## src/rtl/sym_da_pkg.sv

```systemverilog
package sym_da_pkg;

    // width of one table entry: any sum of m weights of cw bits
    function automatic int lut_w(int cw, int m);
        return cw + $clog2(m) + 1;
    endfunction

    // accumulator width: table entry scaled by a (w+1)-bit pre-added word
    function automatic int acc_w(int w, int cw, int m);
        return lut_w(cw, m) + w + 2;
    endfunction

endpackage

```

## src/rtl/sym_da_lut.sv

```systemverilog
module sym_da_lut #(
    parameter int M  = 4,
    parameter int CW = 8,
    parameter int LW = 11,
    parameter logic [M*CW-1:0] COEF = '0
) (
    input  logic [M-1:0]          addr,
    output logic signed [LW-1:0]  val
);
    localparam int ENTRIES = 2 ** M;

    // every subset sum of the distinct weights, fixed at elaboration
    function automatic logic [ENTRIES*LW-1:0] build_table();
        logic [ENTRIES*LW-1:0] t;
        longint s;
        t = '0;
        for (int a = 0; a < ENTRIES; a++) begin
            s = 0;
            for (int k = 0; k < M; k++) begin
                if (a[k]) s += longint'($signed(COEF[k*CW +: CW]));
            end
            t[a*LW +: LW] = LW'(s);
        end
        return t;
    endfunction

    localparam logic [ENTRIES*LW-1:0] TABLE = build_table();

    assign val = $signed(TABLE[addr*LW +: LW]);
endmodule

```

## src/rtl/sym_da_preadd.sv

```systemverilog
module sym_da_preadd #(
    parameter int W     = 8,
    parameter int NTAPS = 7,
    parameter int M     = (NTAPS + 1) / 2,
    parameter int PW    = W + 1
) (
    input  logic                 clk,
    input  logic                 rst_n,
    input  logic                 in_valid,
    input  logic signed [W-1:0]  in_data,
    output logic                 pre_valid,
    output logic [M*PW-1:0]      pre_words
);
    typedef struct packed {
        logic [NTAPS*W-1:0] taps;   // word 0 is the newest sample
        logic               vld_t;
        logic [M*PW-1:0]    pre;
        logic               vld_p;
    } st_t;

    st_t d, q;

    always_comb begin
        d = q;
        d.vld_t = in_valid;
        if (in_valid) d.taps = {q.taps[(NTAPS-1)*W-1:0], in_data};
        d.vld_p = q.vld_t;
        for (int k = 0; k < M; k++) begin
            if (k == M - 1)
                d.pre[k*PW +: PW] = PW'($signed(q.taps[k*W +: W]));
            else
                d.pre[k*PW +: PW] = PW'($signed(q.taps[k*W +: W]))
                                  + PW'($signed(q.taps[(NTAPS-1-k)*W +: W]));
        end
    end

    always_ff @(posedge clk) begin
        if (!rst_n) q <= '0;
        else        q <= d;
    end

    assign pre_valid = q.vld_p;
    assign pre_words = q.pre;

    // history frozen on clocks without a sample
    a_r2_hold_history: assert property (@(posedge clk) disable iff (!rst_n)
        !in_valid |=> $stable(q.taps));
endmodule

```

## src/rtl/sym_da_bitstage.sv

```systemverilog
module sym_da_bitstage #(
    parameter int M   = 4,
    parameter int REM = 9,
    parameter int AW  = 21,
    parameter int LW  = 11,
    parameter int CW  = 8,
    parameter int BIT = 0,
    parameter logic [M*CW-1:0] COEF = '0
) (
    input  logic                  clk,
    input  logic                  rst_n,
    input  logic                  in_vld,
    input  logic [M*REM-1:0]      in_sl,
    input  logic signed [AW-1:0]  in_acc,
    output logic                  out_vld,
    output logic [M*(REM-1)-1:0]  out_sl,
    output logic signed [AW-1:0]  out_acc
);
    typedef struct packed {
        logic                  vld;
        logic [M*(REM-1)-1:0]  sl;
        logic signed [AW-1:0]  acc;
    } st_t;

    st_t d, q;
    logic [M-1:0]          addr;
    logic [M*(REM-1)-1:0]  rest;
    logic signed [LW-1:0]  lv;

    always_comb begin
        addr = '0;
        rest = '0;
        for (int k = 0; k < M; k++) begin
            addr[k] = in_sl[k*REM];
            rest[k*(REM-1) +: REM-1] = in_sl[k*REM+1 +: REM-1];
        end
    end

    sym_da_lut #(.M(M), .CW(CW), .LW(LW), .COEF(COEF)) i_lut (
        .addr (addr),
        .val  (lv)
    );

    always_comb begin
        d.vld = in_vld;
        d.sl  = rest;
        d.acc = in_acc + ($signed({{(AW-LW){lv[LW-1]}}, lv}) <<< BIT);
    end

    always_ff @(posedge clk) begin
        if (!rst_n) q <= '0;
        else        q <= d;
    end

    assign out_vld = q.vld;
    assign out_sl  = q.sl;
    assign out_acc = q.acc;

    // an all-zero slice adds nothing
    a_r4_zero_slice: assert property (@(posedge clk) disable iff (!rst_n)
        (in_vld && addr == '0) |=> (out_acc == $past(in_acc)));
    // the valid tag moves one stage per clock
    a_r7_tag_step: assert property (@(posedge clk) disable iff (!rst_n)
        1'b1 |=> (out_vld == $past(in_vld)));
endmodule

```

## src/rtl/sym_da_outfmt.sv

```systemverilog
module sym_da_outfmt #(
    parameter int W    = 8,
    parameter int M    = 4,
    parameter int CW   = 8,
    parameter int LW   = 11,
    parameter int AW   = 21,
    parameter int FRAC = 6,
    parameter logic [M*CW-1:0] COEF = '0
) (
    input  logic                  clk,
    input  logic                  rst_n,
    input  logic                  in_vld,
    input  logic [M-1:0]          in_sign,
    input  logic signed [AW-1:0]  in_acc,
    output logic                  out_valid,
    output logic signed [W-1:0]   out_data
);
    localparam int PW = W + 1;
    localparam logic signed [AW-1:0] MAXV = AW'((longint'(1) <<< (W-1)) - 1);
    localparam logic signed [AW-1:0] MINV = AW'(-(longint'(1) <<< (W-1)));
    localparam logic signed [AW-1:0] HALF = AW'(longint'(1) <<< (FRAC-1));
    localparam logic signed [AW-1:0] HI_T = AW'(longint'(1) <<< (W-1+FRAC));

    typedef struct packed {
        logic               vld;
        logic signed [W-1:0] data;
    } st_t;

    st_t d, q;
    logic signed [LW-1:0] lv;
    logic signed [AW-1:0] total, shf;

    sym_da_lut #(.M(M), .CW(CW), .LW(LW), .COEF(COEF)) i_lut (
        .addr (in_sign),
        .val  (lv)
    );

    always_comb begin
        // the sign slice carries weight -2^(PW-1)
        total = in_acc - ($signed({{(AW-LW){lv[LW-1]}}, lv}) <<< (PW-1));
        shf   = (total + HALF) >>> FRAC;
        d.vld = in_vld;
        if (shf > MAXV)      d.data = MAXV[W-1:0];
        else if (shf < MINV) d.data = MINV[W-1:0];
        else                 d.data = shf[W-1:0];
    end

    always_ff @(posedge clk) begin
        if (!rst_n) q <= '0;
        else        q <= d;
    end

    assign out_valid = q.vld;
    assign out_data  = q.data;

    // a clearly oversized positive sum clips to the top code
    a_r6_clip_high: assert property (@(posedge clk) disable iff (!rst_n)
        (in_vld && in_sign == '0 && in_acc >= HI_T) |=> (out_data == MAXV[W-1:0]));
    // no output without a tagged sum arriving
    a_r1_no_spurious: assert property (@(posedge clk) disable iff (!rst_n)
        !in_vld |=> !out_valid);
endmodule

```

## src/rtl/sym_da_fir.sv

```systemverilog
module sym_da_fir
    import sym_da_pkg::*;
#(
    parameter int W     = 8,
    parameter int NTAPS = 7,
    parameter int CW    = 8,
    parameter int FRAC  = 6,
    parameter logic [((NTAPS+1)/2)*CW-1:0] COEF = 32'h40EC09FD
) (
    input  logic                clk,
    input  logic                rst_n,
    input  logic                in_valid,
    input  logic signed [W-1:0] in_data,
    output logic                out_valid,
    output logic signed [W-1:0] out_data
);
    localparam int M  = (NTAPS + 1) / 2;
    localparam int PW = W + 1;
    localparam int LW = lut_w(CW, M);
    localparam int AW = acc_w(W, CW, M);

    logic            pre_vld;
    logic [M*PW-1:0] pre_w;

    sym_da_preadd #(.W(W), .NTAPS(NTAPS), .M(M), .PW(PW)) i_preadd (
        .clk       (clk),
        .rst_n     (rst_n),
        .in_valid  (in_valid),
        .in_data   (in_data),
        .pre_valid (pre_vld),
        .pre_words (pre_w)
    );

    // one stage per magnitude bit slice, LSB first
    for (genvar b = 0; b < PW - 1; b++) begin : g_bit
        localparam int REM = PW - b;
        logic                  vld_i, vld_o;
        logic [M*REM-1:0]      sl_i;
        logic [M*(REM-1)-1:0]  sl_o;
        logic signed [AW-1:0]  acc_i, acc_o;

        if (b == 0) begin : g_head
            assign vld_i = pre_vld;
            assign sl_i  = pre_w;
            assign acc_i = '0;
        end else begin : g_link
            assign vld_i = g_bit[b-1].vld_o;
            assign sl_i  = g_bit[b-1].sl_o;
            assign acc_i = g_bit[b-1].acc_o;
        end

        sym_da_bitstage #(.M(M), .REM(REM), .AW(AW), .LW(LW), .CW(CW),
                          .BIT(b), .COEF(COEF)) i_stage (
            .clk     (clk),
            .rst_n   (rst_n),
            .in_vld  (vld_i),
            .in_sl   (sl_i),
            .in_acc  (acc_i),
            .out_vld (vld_o),
            .out_sl  (sl_o),
            .out_acc (acc_o)
        );
    end

    sym_da_outfmt #(.W(W), .M(M), .CW(CW), .LW(LW), .AW(AW), .FRAC(FRAC),
                    .COEF(COEF)) i_outfmt (
        .clk       (clk),
        .rst_n     (rst_n),
        .in_vld    (g_bit[PW-2].vld_o),
        .in_sign   (g_bit[PW-2].sl_o),
        .in_acc    (g_bit[PW-2].acc_o),
        .out_valid (out_valid),
        .out_data  (out_data)
    );
endmodule

```

## config.mk

```make
export PLATFORM = sky130hd
export DESIGN_NAME = sym_da_fir
export DESIGN_NICKNAME = d
export VERILOG_FILES = /design/src/rtl/sym_da_pkg.sv /design/src/rtl/sym_da_lut.sv /design/src/rtl/sym_da_preadd.sv /design/src/rtl/sym_da_bitstage.sv /design/src/rtl/sym_da_outfmt.sv /design/src/rtl/sym_da_fir.sv
export SDC_FILE = /design/constraint.sdc
export NUM_CORES = 1
export LEC_CHECK = 0
export ABC_AREA = 1
export BUFFER_PORTS_ARGS = -buffer_cell sky130_fd_sc_hd__clkbuf_2
export CAP_MARGIN = 25
export CORE_AREA = 8 8 274 276
export CTS_CLUSTER_DIAMETER = 40
export DETAILED_ROUTE_END_ITERATION = 6
export DIE_AREA = 0 0 282 284
export GPL_TIMING_DRIVEN = 1
export PLACE_DENSITY = 0.47
export SYNTH_ARGS = -nofsm -noshare
export SYNTH_HDL_FRONTEND = slang
export SYNTH_HIERARCHICAL = 1
export SYNTH_SLANG_ARGS = --single-unit
```

## constraint.sdc

```tcl
create_clock -name clk -period 4.2 [get_ports clk]
set_clock_uncertainty 0.15 [all_clocks]
set_input_delay 0.63 -clock clk [delete_from_list [all_inputs] [get_ports clk]]
set_output_delay 0.63 -clock clk [all_outputs]
set_load 0.03 [all_outputs]
```

* Yosys cells after proc, flatten, opt, wreduce, memory -nomap -nowiden
Cells that the tools add are included.
** Word-level totals
- Register bits after elaboration :: 405
- Bits of input ports :: 11
- Output and inout bits :: 9
- Word-level logic and storage cells :: 67
** Operators by class
- Add/subtract/negate cells :: 12
- Multipliers :: 9
- Magnitude comparators :: 2
- Shift operators :: 9
- Mux-type cells :: 2
- Bitwise logic cells :: 1
- Reductions and logical operators :: 1
** Operator list (count)
- indexed part select 176 x 9 -> 11 bit (first input constant) :: 9
- multiplier 4 x 4 -> 8 bit (second input constant) :: 9
- adder 8 x 8 -> 9 bit :: 3
- adder 21 x 13 -> 21 bit :: 1
- adder 21 x 14 -> 21 bit :: 1
- adder 21 x 15 -> 21 bit :: 1
- adder 21 x 16 -> 21 bit :: 1
- adder 21 x 17 -> 21 bit :: 1
- adder 21 x 18 -> 21 bit :: 1
- adder 21 x 7 -> 21 bit (second input constant) :: 1
- subtractor 21 x 19 -> 21 bit :: 1
- greater-than comparator 15 x 8 -> 1 bit (second input constant) :: 1
- less-than comparator 15 x 8 -> 1 bit (second input constant) :: 1
- adder 11 x 12 -> 13 bit :: 1
- 2-to-1 mux 8 bit :: 1
- 2-to-1 mux 7 bit :: 1
- OR reduction 2 bit :: 1
- inverter 1 bit :: 1

* Depth between registers and ports, before layout
- Word-level depth :: 7
- Gate-level depth with buffers :: 24
- Depth with buffers taken out :: 24

* Hierarchy
The synthesis kept the hierarchy.
** Modules (own cells, without submodules)
- sym_da_preadd :: times used 1, cells an instance 573, area an instance 4438.0 um^2, sequential area each 1861.8 um^2
- sym_da_bitstage at g_bit[0].i_stage :: times used 1, cells an instance 408, area an instance 2831.5 um^2, sequential area each 1081.0 um^2
- sym_da_bitstage at g_bit[1].i_stage :: times used 1, cells an instance 361, area an instance 2521.2 um^2, sequential area each 1001.0 um^2
- sym_da_bitstage at g_bit[2].i_stage :: times used 1, cells an instance 325, area an instance 2285.9 um^2, sequential area each 920.9 um^2
- sym_da_bitstage at g_bit[3].i_stage :: times used 1, cells an instance 302, area an instance 2108.3 um^2, sequential area each 840.8 um^2
- sym_da_bitstage at g_bit[4].i_stage :: times used 1, cells an instance 298, area an instance 1994.4 um^2, sequential area each 760.7 um^2
- sym_da_bitstage at g_bit[5].i_stage :: times used 1, cells an instance 269, area an instance 1820.5 um^2, sequential area each 680.7 um^2
- sym_da_outfmt :: times used 1, cells an instance 307, area an instance 1798.0 um^2, sequential area each 180.2 um^2
- sym_da_bitstage at g_bit[6].i_stage :: times used 1, cells an instance 245, area an instance 1650.3 um^2, sequential area each 600.6 um^2
- sym_da_lut :: times used 9, cells an instance 27, area an instance 178.9 um^2, sequential area each 0.0 um^2
- sym_da_bitstage at g_bit[7].i_stage :: times used 1, cells an instance 227, area an instance 1477.7 um^2, sequential area each 520.5 um^2
- sym_da_fir :: times used 1, cells an instance 1, area an instance 3.8 um^2, sequential area each 0.0 um^2

* Least setup slack after synthesis
Ideal clock, no wire load.
- Kind :: reg2reg
- Start :: register g_bit[7].i_stage.q, in the netlist g_bit[7].i_stage/out_sl[1]
- End :: register i_outfmt.q, in the netlist i_outfmt/out_data[0]
- Library setup time :: 0.121 ns
- Data arrival time :: 2.546 ns
- Required time :: 3.929 ns
- Slack :: 1.382 ns
- Cell stages (with the launch flop) :: 21
- Buffers on the path :: 1
- Period minus slack after synthesis :: 2.818 ns
- Path through :: dfxtp_1 -> inv_1 -> ha_1 -> inv_2 -> nand2_4 -> nand2_4 -> inv_2 -> buf_4 -> inv_1 -> ha_1 -> ha_1 -> nand2_1 -> inv_1 -> nand3_1 -> a21oi_1 -> nor3_1 -> nand2_1 -> xor2_2 -> inv_2 -> nand2_4 -> a21oi_1
** Between the ends
- Longest elaborated chain between the ends :: 7
- Elaborated cells on any way between the ends :: 8
- Those cells by class :: add/sub (2); mul (1); order compare (2); shift (1); mux (2)
** Ends and longest elaborated chain
- start, declared :: line sym_da_bitstage.sv:25 : st_t d, q;
- start signal, assigned :: line sym_da_bitstage.sv:51 : if (!rst_n) q <= '0;
- start signal, assigned :: line sym_da_bitstage.sv:52 : else q <= d;
- multiplier 4 x 4 -> 8 bit (*) :: line sym_da_lut.sv:29 : assign val = $signed(TABLE[addr*LW +: LW]);
- indexed part select 176 x 9 -> 11 bit (*) :: line sym_da_lut.sv:29
- named net i_outfmt.lv[5] :: line sym_da_outfmt.sv:30 : logic signed [LW-1:0] lv;
- subtractor 21 x 19 -> 21 bit (*) :: line sym_da_outfmt.sv:40 : total = in_acc - ($signed({{(AW-LW){lv[LW-1]}}, lv}) <<< (PW-1));
- adder 21 x 7 -> 21 bit (*) :: line sym_da_outfmt.sv:41 : shf = (total + HALF) >>> FRAC;
- less-than comparator 15 x 8 -> 1 bit :: line sym_da_outfmt.sv:44 : else if (shf < MINV) d.data = MINV[W-1:0];
- 2-to-1 mux 8 bit :: line sym_da_outfmt.sv:44
- 2-to-1 mux 7 bit (*) :: line sym_da_outfmt.sv:43 : if (shf > MAXV) d.data = MAXV[W-1:0];
- end signal, assigned :: line sym_da_outfmt.sv:49 : if (!rst_n) q <= '0;
- end signal, assigned :: line sym_da_outfmt.sv:50 : else q <= d;
- end, declared :: line sym_da_outfmt.sv:29 : st_t d, q;
The timed path passes the listed nets; every way through them passes the cells marked *.
A chain may end at the register's enable or synchronous reset.

* Worst setup path after layout
- Start :: register g_bit[7].i_stage.q, in the netlist g_bit[7].i_stage/out_sl[1]
- End :: register i_outfmt.q, in the netlist i_outfmt/out_data[2]
The elaborated chain is that of the path after synthesis.

==> summary.md <==
| Metric | Value |
|---|---|
| Worst r2r src | g_bit[7].i_stage/out_sl[1] |
| Crit Reg-Reg Endpoint | i_outfmt/out_data[2] |
| Yosys warnings | 6 |
| Routed WL | 51740 um |
| Design Area, Final | between 20000 and 30000 sq um |
| Minimum clock period | about 3.2 ns |
| CTS H-tree lvls | 3 |
| Hold Fails Final Rpt | 0 |
| Num CTS Buffers | 77 |
| Worst path required time | approximately 4.6 ns |
| Leakage | 15.42 nW |
| Critical path class | reg2reg |
| Status | finished, final reports clean |
| Pwr/cell area | about 460 nW/um^2 |
| Cts hold-fix bufs | 0 |
| GPL Wtd Cong | approximately 0.82 |
| Placed Area | ~25000 sq um |
| Final Max Tran Viols | 0 |
| # setup viols final | 0 |
| Vias in the first global route | 18860 |
| Pin count of the biggest net entering global routing | 106 |
| Pre-CTS setup slack | 1.050 ns |
| Syn Inst Count | roughly 3500 |
| Final WS setup | about 1.0 ns |
| CP Capture Type | register |
| R2R Setup Slk | 1.02 ns |
| Die area | approximately 80000 sq um |
| Worst path arrival time | ~3.6 ns |
| Initial cell density of the core | 34.37% |
| Max_cap viols | 0 |
| Final #Nets | ~3800 |
| Drt pass-1 iters | 4 |
| Ant diodes | 0 |
| Final period util | 75.83% |
| Postcts setup bufs | 0 |
| Max Freq | between 300 and 400 MHz |
| CP startpoint | g_bit[7].i_stage/out_sl[1] |
| Slew HR | between 40% and 50% |
| Clock latency on the worst-skew pair | 0.59 ns |
| Post-Syn Area | 24320 sq um |
| Total power | about 13 mW |
| Placed wire-length estimate | between 30000 and 40000 um |
| DR iter-0 viols | ~740 |
| Hold Crit Class | in2reg |
| I/O pin count | 20 |
| Clk pin slew, worst setup/hold paths | 0.05 ns |
| Crit-path max FO | 7 |
| CTS sink cnt | just over 400 |
| Core area | between 70000 and 80000 sq um |
| Post-route DRC violation count | 0 |
| Via density | approximately 4.2 |
| Number of antenna violations at the first check in global routing | 0 |
| Peak supply drop | around 0.41 mV |
| Unrepaired setup endpoints after global routing | no |
| CTS tree | yes |
| Setup TNS | 0 ns |
| GR Overflow Total | 0 |
| Drt wl/cell | 11.40 um |
| Routed vias | roughly 19000 |
| Area Growth Syn to Fin | 14.04% |
| Layout cell share with drive strength beyond 1 | 11.87% |
| Buffers added on ports | 19 |
| Syn Area/Cell | about 6.9 sq um |
| Detail Route Antenna Nets | 0 |
| Startpoint types | register |
| Setup crit end | i_outfmt/out_data[2] |
| Placed insts | 4399 |
| Die Y | roughly 280 um |
| Final core occ | 39.20% |
| Clock Tree Root | clkbuf_16 |
| Post-cts gate resize count | 0 |
| Worst-Margin Slew | a little over 0.8 ns |
| Rows | 98 |
| Non-filler cells, final | approximately 4500 |
| First-pass GRT wire length | 89530 um |
| Die X | 282 um |
| Clock Path Buffers | 3 |
| Hold_ws | 0.1077 ns |
| Reg2Reg Depth | 20 |
| Global Route Usage Sum | a little over an eighth |
## worst max-delay path: stages, from the launching register on
cell	delay, ns
dfxtp_1	0.33
inv_1	0.13
ha_1	0.18
inv_2	0.05
nand2_4	0.07
nand2_4	0.05
inv_2	0.09
inv_1	0.05
ha_1	0.27
ha_1	0.39
a21oi_1	0.33
nand2_1	0.10
a21oi_1	0.17
nand3_1	0.12
nand2_1	0.08
nand2_1	0.06
nor2_2	0.11
nand2_2	0.08
nand2_4	0.09
nand2_1	0.07
a21oi_1	0.14
## cell type report
type,count,area [sq um]
fillers,7635,43020
well taps,950,1189
clock inverters,52,780.7
clock buffers,88,2081
repair buffers,29,217.7
inverters,664,2495
flip-flops and latches,414,8288
multi-input cells,2342,12680
## state kept, by name, summed over array words and instances (netlist names)
name / count
g_bit.i_stage/out_acc: 160
g_bit.i_stage/out_sl: 144
i_preadd/q: 48
i_preadd/pre_words: 35
i_preadd/d: 9
g_bit.i_stage/out_vld: 8
i_outfmt/out_data: 8
i_outfmt/out_valid: 1
i_preadd/pre_valid: 1
## placed cells by master (no fill, tap or decap), drive strengths merged, types with 10 or more instances in the layout
cell,count
xnor2,10
nand3b,11
nand3,155
and2,20
conb,22
buf,11
dfxtp,414
clkbuf,106
clkinv,20
or2,10
a21oi,217
ha,233
nor3,24
bufinv,15
fa,11
nor2,414
o21ai,114
xor2,11
nand2,1062
inv,672
## worst min-delay path by stage
stage / cells after the start / startpoint / to / slack (ns)
6_report: 3 / in_data[2] / i_preadd/q[40] / 0.11
5_1_grt: 3 / in_data[5] / i_preadd/q[43] / 0.09
4_1_cts: 3 / in_data[2] / i_preadd/q[40] / 0.07
3_5_place_dp: 2 / g_bit[2].i_stage/out_sl[7] / g_bit[3].i_stage/out_sl[5] / 0.24
3_3_place_gp: 2 / g_bit[6].i_stage/out_acc[3] / g_bit[7].i_stage/out_acc[3] / 0.24
2_1_floorplan: 2 / g_bit[7].i_stage/out_vld / i_outfmt/out_valid / 0.24
## layer usage
metal | share of wire, % | track usage, % | vias up
met5 | 0 | 0 | -
met4 | 3.1 | 4.788 | 0
met3 | 2.9 | 2.639 | 103
met2 | 47 | 22.75 | 175
met1 | 47 | 16.15 | 8236
li1 | - | - | 10700
## power by group
part           switching [mW]  total [mW]  leakage [nW]  internal, mW
clock                    2.18        6.71          1.37          4.53
sequential              0.123        4.33          3.38          4.21
combinational            1.14        1.74          10.7         0.598
total                    3.44        12.8          15.4          9.34
Note: power is estimated with default switching activity, not from simulation.
